[src/rtl/bus_owner_arb.sv]
module bus_owner_arb #(
  parameter int SYNC_STAGES = 2
) (
  input  logic clk,
  input  logic rst_n,
  input  logic hold_req_n,
  input  logic dma_req,
  input  logic cpu_req,
  input  logic cpu_word,
  input  logic cpu_addr0,
  input  logic acc_done,
  output logic gnt_hold,
  output logic gnt_dma,
  output logic gnt_cpu,
  output logic hold_ack_n,
  output logic bus_drv_en
);

  typedef enum logic [1:0] {OWN_CPU, OWN_DMA, OWN_HOLD, OWN_SETTLE} own_t;

  logic [SYNC_STAGES-1:0] hsync;
  logic                   hold_s;
  own_t                   own, own_nxt, pick;
  logic                   split, split_nxt;

  always_ff @(posedge clk or negedge rst_n)
    if (!rst_n) hsync <= '0;
    else        hsync <= {hsync[SYNC_STAGES-2:0], ~hold_req_n};

  assign hold_s = hsync[SYNC_STAGES-1];
  assign pick   = hold_s ? OWN_HOLD : (dma_req ? OWN_DMA : OWN_CPU);

  always_comb begin
    own_nxt   = own;
    split_nxt = split;
    case (own)
      OWN_CPU:
        if (split) begin
          if (acc_done) begin
            split_nxt = 1'b0;
            own_nxt   = pick;
          end
        end else if (acc_done && cpu_word && cpu_addr0) begin
          split_nxt = 1'b1;
        end else if (acc_done || !cpu_req) begin
          own_nxt = pick;
        end
      OWN_DMA:    if (acc_done || !dma_req) own_nxt = pick;
      OWN_HOLD:   if (!hold_s) own_nxt = OWN_SETTLE;
      OWN_SETTLE: own_nxt = pick;
      default:    own_nxt = OWN_CPU;
    endcase
  end

  always_ff @(posedge clk or negedge rst_n)
    if (!rst_n) begin
      own   <= OWN_CPU;
      split <= 1'b0;
    end else begin
      own   <= own_nxt;
      split <= split_nxt;
    end

  assign gnt_hold   = (own == OWN_HOLD);
  assign gnt_dma    = (own == OWN_DMA);
  assign gnt_cpu    = (own == OWN_CPU);
  assign hold_ack_n = (own != OWN_HOLD);
  assign bus_drv_en = (own != OWN_HOLD);

endmodule


[config.mk]
export PLATFORM = sky130hd
export DESIGN_NAME = bus_owner_arb
export DESIGN_NICKNAME = d
export VERILOG_FILES = /design/src/rtl/bus_owner_arb.sv
export SDC_FILE = /design/constraint.sdc
export NUM_CORES = 1
export LEC_CHECK = 0
export ABC_AREA = 0
export BUFFER_PORTS_ARGS = -buffer_cell sky130_fd_sc_hd__buf_2
export CAP_MARGIN = 0
export CORE_AREA = 2 2 39 41
export DETAILED_ROUTE_END_ITERATION = 8
export DIE_AREA = 0 0 41 43
export SLEW_MARGIN = 20
export SYNTH_ARGS = -nofsm -noshare
export SYNTH_HDL_FRONTEND = slang
export SYNTH_SLANG_ARGS = --single-unit
[constraint.sdc]
create_clock -name clk -period 2.58 [get_ports clk]
set_input_delay 0.516 -clock clk [delete_from_list [all_inputs] [get_ports clk]]
set_output_delay 0.516 -clock clk [all_outputs]
set_load 0.05 [all_outputs]
==> After elaboration in Yosys (flattened, before gate mapping) <==
Index checks and enable logic that the tools add are counted.
{ "word_totals": {"reg_bits": 5, "latch_bits": 0, "mem_bits_rw": 0, "romBits": 0, "in_bits": 8, "output_inout_bits": 5, "elab_cells": 33, "mem_count": 0} }
{ "classes": {"addsub": 0, "mul": 0, "div": 0, "n_lt_le_gt_ge": 0, "n_eq_ne": 9, "shifts": 0, "muxes": 12, "bitwise": 1, "reduce_logical": 8} }
{ "ops": {"columns": ["cell", "n"], "rows": [
  ["$mux W2", 7],
  ["$pmux W2 S4", 1],
  ["$ne A3 B3 Y1 const B", 2],
  ["$reduce_and A5 Y1", 1],
  ["$eq A2 B2 Y1 const B", 2],
  ["$mux W1", 4],
  ["$ne A2 B2 Y1 const B", 2],
  ["$ne A3 B1 Y1 const B", 1],
  ["$eq A2 B1 Y1 const B", 1],
  ["$logic_and A1 B1 Y1", 2],
  ["$logic_not A1 Y1", 2],
  ["$logic_not A2 Y1", 1],
  ["$logic_or A1 B1 Y1", 2],
  ["$ne A2 B1 Y1 const B", 1],
  ["$not A1 Y1", 1]
]} }

==> Depth between registers and ports, before layout <==
Gate-level depths: netlist of the first run.
{ "logic_depth": {"depth_word": 6, "mapped_depth": 4, "mapped_depth_nobuf": 4} }

==> Least setup slack after synthesis of the first run <==
No wires, ideal clock.
{ "synth_path": {"path_kind": "register -> output", "startpoint": "register own[1]", "endpoint": "output hold_ack_n", "arrival_time_ps": 2046, "t_required_ps": 2064, "slack_ps": 18, "path_stages_with_launch": 4, "n_path_buf": 1, "cell_sequence": "dfrtp_1 -> nor2b_1 -> inv_1 -> buf_4"} }
{ "synth_via": {"elab_chain_len": 1} }
{ "synth_lines": {"columns": ["element", "line", "rtl"], "rows": [
  ["start: declaration", "23", "own_t own, own_nxt, pick;"],
  ["start signal: assignment", "60", "own <= own_nxt;"],
  ["$ne A2 B2 Y1", null, null],
  ["end: declaration", "15", "output logic hold_ack_n,"]
]} }
Every way passes these cells.

==> Worst setup path in the final report of the first run <==
{ "layout_path": {"startpoint": "register own[1]", "endpoint": "output bus_drv_en"} }
{ "layout_via": {"elab_chain_len": 1} }
{ "layout_lines": {"columns": ["element", "line", "rtl"], "rows": [
  ["$ne A2 B2 Y1", "68", "assign bus_drv_en = (own != OWN_HOLD);"],
  ["end: declaration", "16", "output logic bus_drv_en"]
]} }
Every way passes these cells.

==> results of run 1 <==
-- state kept, by name, summed over array words and instances, names as in the netlist --
| signal | count |
|---|---|
| split | 1 |
| own | 2 |
| hsync | 2 |
-- metrics by stage --
| stage | setup slack, ns | total power (W) | hold WS, ns |
|---|---|---|---|
| global placement | 1.04 | 0.000434 | 0.332 |
| detailed placement | 1.04 | 0.000435 | 0.335 |
| finish | 0.848 | 0.000518 | 0.0825 |
| CTS | 0.826 | 0.000528 | 0.0772 |
| floorplan | 0.0178 | 0.000383 | 0.220 |
| global route | 0.728 | 0.000560 | 0.0701 |
-- critical path, delay by kind of cell, from the launching register on --
family / cells / cell delay, ns
and+or+nand+nor: 1 / 0.17
buffers and inverters: 2 / 0.39
DFF: 1 / 0.42
-- cell usage after synthesis (all sizes together) --
library cell | instances | area, um^2
a32o | 1 | 10.0
and2 | 1 | 6.26
nor3 | 1 | 10.0
buf | 1 | 7.51
a211oi | 1 | 7.51
inv | 4 | 15.0
or3 | 1 | 11.3
nand2 | 3 | 11.3
nor2 | 1 | 6.26
nor2b | 2 | 12.5
a22oi | 1 | 12.5
o21ai | 2 | 10.0
dfrtp | 5 | 125
or3b | 2 | 17.5
a21o | 1 | 7.51
-- metal layers --
| metal | routed length (um) | up-vias | global-route usage (%) |
|---|---|---|---|
| met5 | 0 | - | 0 |
| met4 | 0 | 0 | 6.00 |
| met3 | 35 | 0 | 3.14 |
| met2 | 254 | 7 | 10.6 |
| met1 | 212 | 109 | 9.57 |
| li1 | - | 120 | - |
-- logic make-up after synthesis --
group	Yosys count	synth area share (%)
DFF	5	46.3
and+or+nand+nor	11	27.8
AOI/OAI and AO/OA	6	17.6
buffers and inverters	5	8.33
-- worst min-delay path by stage --
stage / start / end / cells after the start / slack (ns)
after global routing: rst_n / hsync[0] / 1 / 0.07
after CTS: rst_n / hsync[1] / 1 / 0.08
after detailed placement: rst_n / hsync[1] / 1 / 0.34
final: rst_n / own[0] / 1 / 0.08
after global placement: rst_n / hsync[0] / 1 / 0.33
after floorplan: rst_n / hsync[0] / 0 / 0.22
-- power breakdown --
part	internal [W]	total (W)	switching, W
sequential	0.000102	0.000132	0.0000296
clock	0.0000584	0.0000887	0.0000303
combinational	0.0000837	0.000298	0.000214
-- layout make-up --
type | count | area (um^2) | area share [%]
clock buffer | 4 | 26.3 | 7.12
timing repair buffer | 12 | 60.1 | 16.3
sequential | 5 | 125 | 33.9
multi-input combinational | 17 | 123 | 33.2
tap | 16 | 20.0 | 5.42
inverter | 4 | 15.0 | 4.07
==> out/metrics.yaml, run 1 <==
crit_path_max_fanout: 5
status: "finished clean"
slowest_delay_ns: 0.42
cp-startpoint: "own[1]"
antenna_cells: 0
r2r_start: "own[0]"
boundaryPins: 13
fin_cells: 58
crit_path_top_delay_cell: "dfrtp_1"
min_path_type: "in -> async"
finalHoldViolCount: 0
setup_viol: 0
rows: 14
via_per_inst: 4.07
fin_crit_ns: 1.73
track_usage_pct: 7.89
grt_max_degree: 7
slew_headroom_pct: 83.6
num_vias: 236
n_fill_cell: 153
area_delta_synth_final_pct: 36.6
cts_tree: "built"
antenna_found_initial: 0
synth-seq-area-share_pct: 46.3
post_cts_buffers: 0
ir_worst_vdd_uv: 336
maxCapViolCount: 0
worst_skew_pair.late_latency_ns: 0.24
rr_worst_depth: 4
fp.dieW_um: 41
htree_num_levels: 1
mappedNetlistNets: 35
cts_hold_buf: 0
route.detailed.drc: 0
fmax_mhz: 577
fin_nets: 51
power.density_nw_per_um2: 1400
dpl.hpwl_um: 425
fin_tns_setup_ns: 0
cts_num_sinks: 5
rsz0062_at_grt: "no"
chipHeight_um: 43
period_share_pct: 67.1
finClkSkew_ns: 0.00145
path_class: "reg -> out"
stdcell_area_um2: 369
crit_arrival_ns: 1.22
placed_area_um2: 343
first_pass_iters: 2
syn_avg_cell_area_um2: 10.0
core_area_um2: 1380
routedWlPerCell_um: 8.66
worstSetupEndpointType: "output pin"
power_leakage_nw: 0.187
place_congestion: 0.602
drt-total-wl_um: 502
dp.cells: 54
synth.distinct_cells: 16
initialDrtViolationCount: 6
crit_required_ns: 2.06
root_buffer: "clkbuf_4"
drv_slew: 0
grt_pass1_wl_um: 897
clkTransAtPathRegs_ns: 0.04
cp_cell_sequence: "nor2b_1 > inv_1 > buf_2"
grt_pass1_vias: 218
rr_endpoint: "own[1]"
ctsResizeCount: 0
floorplan.die_area_um2: 1760
layout_commonest_cell: "buf_2"
synth.cell_area_um2: 270
final_core_util_pct: 26.7
drive_gt1_share_pct: 45.2
worst_pin_slew_ns: 0.248
port_buffers: 12
ys_ff_latch: 5
cts_buffers: 3
yosysWarningCount: 0
startpoint_type: "register"
grt_overflow: 0
crit_path_end: "bus_drv_en"
ant_nets: 0
synthesis.instances: 27
final_cell_mix: "buf_2, dfrtp_1, inv_1"
clk_path_buf_depth: 2
rrSetupSlack_ns: 1.19
initial_core_util_pct: 19.5
Power figures use the tool's default switching activity.
==> run 2, diff against run 1 <==
ABC_AREA = 1   (was 0)
clock period = 1.5 ns   (was 2.58 ns; I/O delays follow)
==> run 2 against run 1 <==
Routed wire length is 4.6% higher. Worst hold slack better by 0.12 ns. Area after synthesis is 3.7% lower. Flip-flop and latch count stayed put. Clock-buffer cell count stayed put. Register-to-register slack worse by 0.78 ns. Sequential power is 63% higher. Synthesized cell count is 33% higher. Critical path depth is 1 lower. Critical endpoint is now gnt_cpu.
==> out/metrics.yaml, run 2 <==
status: "finished clean"
setup_viol: 0  # unchanged
cts_buffers: 3  # unchanged
synth.distinct_cells: 10  # -6
drv_slew: 0  # unchanged
synthTopCellsByCount: "nand2_1, inv_1, nand3_1"
fmax_mhz: 706
timing.hold.ws_ns: 0.202  # +0.119 ns
synth-async-reset-ratio_pct: 100  # unchanged
fp.dieW_um: 41  # unchanged
htree_num_levels: 1  # unchanged
rows: 14  # unchanged
yosysTopAreaCell: "dfrtp_1"
combinationalPowerShare_pct: 60.3  # +2.8 points
area_delta_synth_final_pct: 45.7
post_cts_buffers: 0  # unchanged
ir_worst_vdd_uv: 541  # +61%
synth_area_leaders: "dfrtp_1, nand2_1, nand3_1"
period_share_pct: 94.5
stdcell_area_um2: 379  # +2.7%
mappedNetlistNets: 44  # +26%
multiInputGateArea_um2: 113  # -8.2%
p_switching_w: 0.000507  # +85%
cp_top_family: "flip-flops"
via_per_inst: 3.97  # -2.4%
synth.cell_area_um2: 260  # -3.7%
port_buffers: 12  # unchanged
first_pass_iters: 2  # unchanged
synth_edf_count: 0  # unchanged
antenna_found_initial: 0  # unchanged
regArea_um2: 125  # unchanged
drt-total-wl_um: 525  # +4.6%
rsz0062_at_grt: "no"
track_usage_pct: 7.77  # -0.12 points
slowest_delay_ns: 0.43  # about the same
dpl.hpwl_um: 454  # +7.0%
route.detailed.drc: 0  # unchanged
synth_top_area_share_pct: 48.1  # +1.8 points
initial_core_util_pct: 18.8  # -0.72 points
core_area_um2: 1380  # unchanged
grt_pass1_wl_um: 931  # +3.8%
crit_arrival_ns: 1.12  # -0.10 ns
worst_skew_pair.late_latency_ns: 0.23  # about the same
grt_max_degree: 6  # -1
finClkSkew_ns: 0.00276  # +0.00131 ns
chipHeight_um: 43  # unchanged
place_congestion: 0.691  # +15%
synth-seq-area-share_pct: 48.1  # +1.8 points
switching_share_pct: 55.2  # +2.3 points
initialDrtViolationCount: 2  # -4
routedWlPerCell_um: 7.72  # -11%
worstSetupEndpointType: "output pin"
fin_cells: 68  # +17%
p_seq_share_pct: 23.4  # -2.0 points
root_buffer: "clkbuf_4"
placed_area_um2: 340  # -0.73%
fin_nets: 61  # +20%
power_leakage_nw: 0.209  # +12%
grt_pass1_vias: 295  # +35%
boundaryPins: 13  # unchanged
dp.cells: 63  # +17%
num_vias: 270  # +14%
n_fill_cell: 159  # +3.9%
worst_slack_ns: 0.0828  # -0.765 ns
crit_path_max_fanout: 5  # unchanged
pwr-share-clk_pct: 16.3  # -0.8 points
cp_num_buf_inv: 1  # -1
yosysWarningCount: 0  # unchanged
worst_pin_slew_ns: 0.250  # +0.00207 ns
clkTransAtPathRegs_ns: 0.04  # about the same
crit_path_top_delay_cell: "dfrtp_1"
antenna_cells: 0  # unchanged
drive_gt1_share_pct: 34.6  # -11 points
cp_cell_sequence: "nor2_2 > buf_2"
cts_num_sinks: 5  # unchanged
finalHoldViolCount: 0  # unchanged
slew_headroom_pct: 83.4  # -0.14 points
min_path_type: "in -> reg"
final_cell_mix: "buf_2, nand2_1, inv_1, nand3_1, dfrtp_1"
crit_required_ns: 1.20  # -0.86 ns
layout_commonest_cell: "buf_2"
startpoint_type: "register"
synthesis.instances: 36  # +33%
grt_overflow: 0  # unchanged
pre_cts_slack_ns: 0.295  # -0.744 ns
synth_ff_type: "dfrtp_1"
reg_top3: "hsync (2), own (2), split (1)"
ys_ff_latch: 5  # unchanged
yosysMostFrequentCell: "nand2_1"
ant_nets: 0  # unchanged
clk_path_buf_depth: 2  # unchanged
cts_tree: "built"
fin_tns_setup_ns: 0  # unchanged
p_int_w: 0.000412  # +69%
syn_avg_cell_area_um2: 7.23  # -28%
path_class: "reg -> out"
maxCapViolCount: 0  # unchanged
power.density_nw_per_um2: 2430  # +73%
fin_crit_ns: 1.42
floorplan.die_area_um2: 1760  # unchanged
[run 2: cell types whose count changed in the layout (fill, tap and decap cells not counted), moves of 2 or more]
cell	before	now
nor2b_1	2	0
inv_1	4	6
nand3_1	0	6
nand2_1	3	8
nor2_1	0	3
or3b_1	2	0
[run 2: cell families after synthesis]
logic type	count (synthesis)	synth area share (%)
AND/OR/NAND/NOR	22	36.1
flip-flops	5	48.1
buffers and inverters	7	11.5
AO/OA/AOI/OAI	2	4.33
[run 2: worst reg2reg max path, cell delays in order (launching register included)]
cell and delay [ns]:
dfrtp_1 0.43, nor2_2 0.17, nand2_1 0.09, nor2_1 0.10
nor2_1 0.07, nand3_1 0.06, nand2_1 0.06
[run 2: layout make-up]
class                      instances  share of cell area (%)
sequential                         5                    33.0
multi-input combinational         24                    29.7
timing repair buffer              13                    19.1
clock buffer                       4                    6.93
inverter                           6                    5.94
tap                               16                    5.28
[run 2: path summary, 6_finish.rpt]
check	cells after the start	startpoint	slack (ns)	to
max reg2reg	6	own[1]	0.41	own[1]
max	2	own[1]	0.08	gnt_cpu
min in group asynchronous	2	rst_n	0.41	hsync[0]
min	2	hold_req_n	0.20	hsync[0]
max in group asynchronous	2	rst_n	0.96	own[1]
min reg2reg	0	hsync[0]	0.34	hsync[1]
[run 2: power groups by stage]
stage	Combinational, W	Clock [W]	Sequential (W)
global placement	0.000549	0	0.000216
finish	0.000555	0.000150	0.000215
CTS	0.000554	0.000160	0.000216
global route	0.000603	0.000165	0.000221
floorplan	0.000461	0	0.000212
detailed placement	0.000552	0	0.000217
[run 2: routing by layer]
metal	vias to the layer above	track usage [%]	share of wire, %
met5	-	0	0
met2	6	15.0	59
met3	0	1.57	7.4
li1	144	-	-
met1	120	6.54	34
met4	0	4.00	0
[run 2: through the flow]
stage               power, W  utilization (%)
finish              0.000920             27.4
global route        0.000990             27.4
CTS                 0.000929             27.2
detailed placement  0.000768             24.6
global placement    0.000765             24.6
floorplan           0.000673                -
[run 2: repair_timing]
action                                  CTS  global route
gates resized for setup                   0             1
hold buffers                              1             0
endpoints found under the setup margin    0             1
endpoints found under the hold margin     5             0
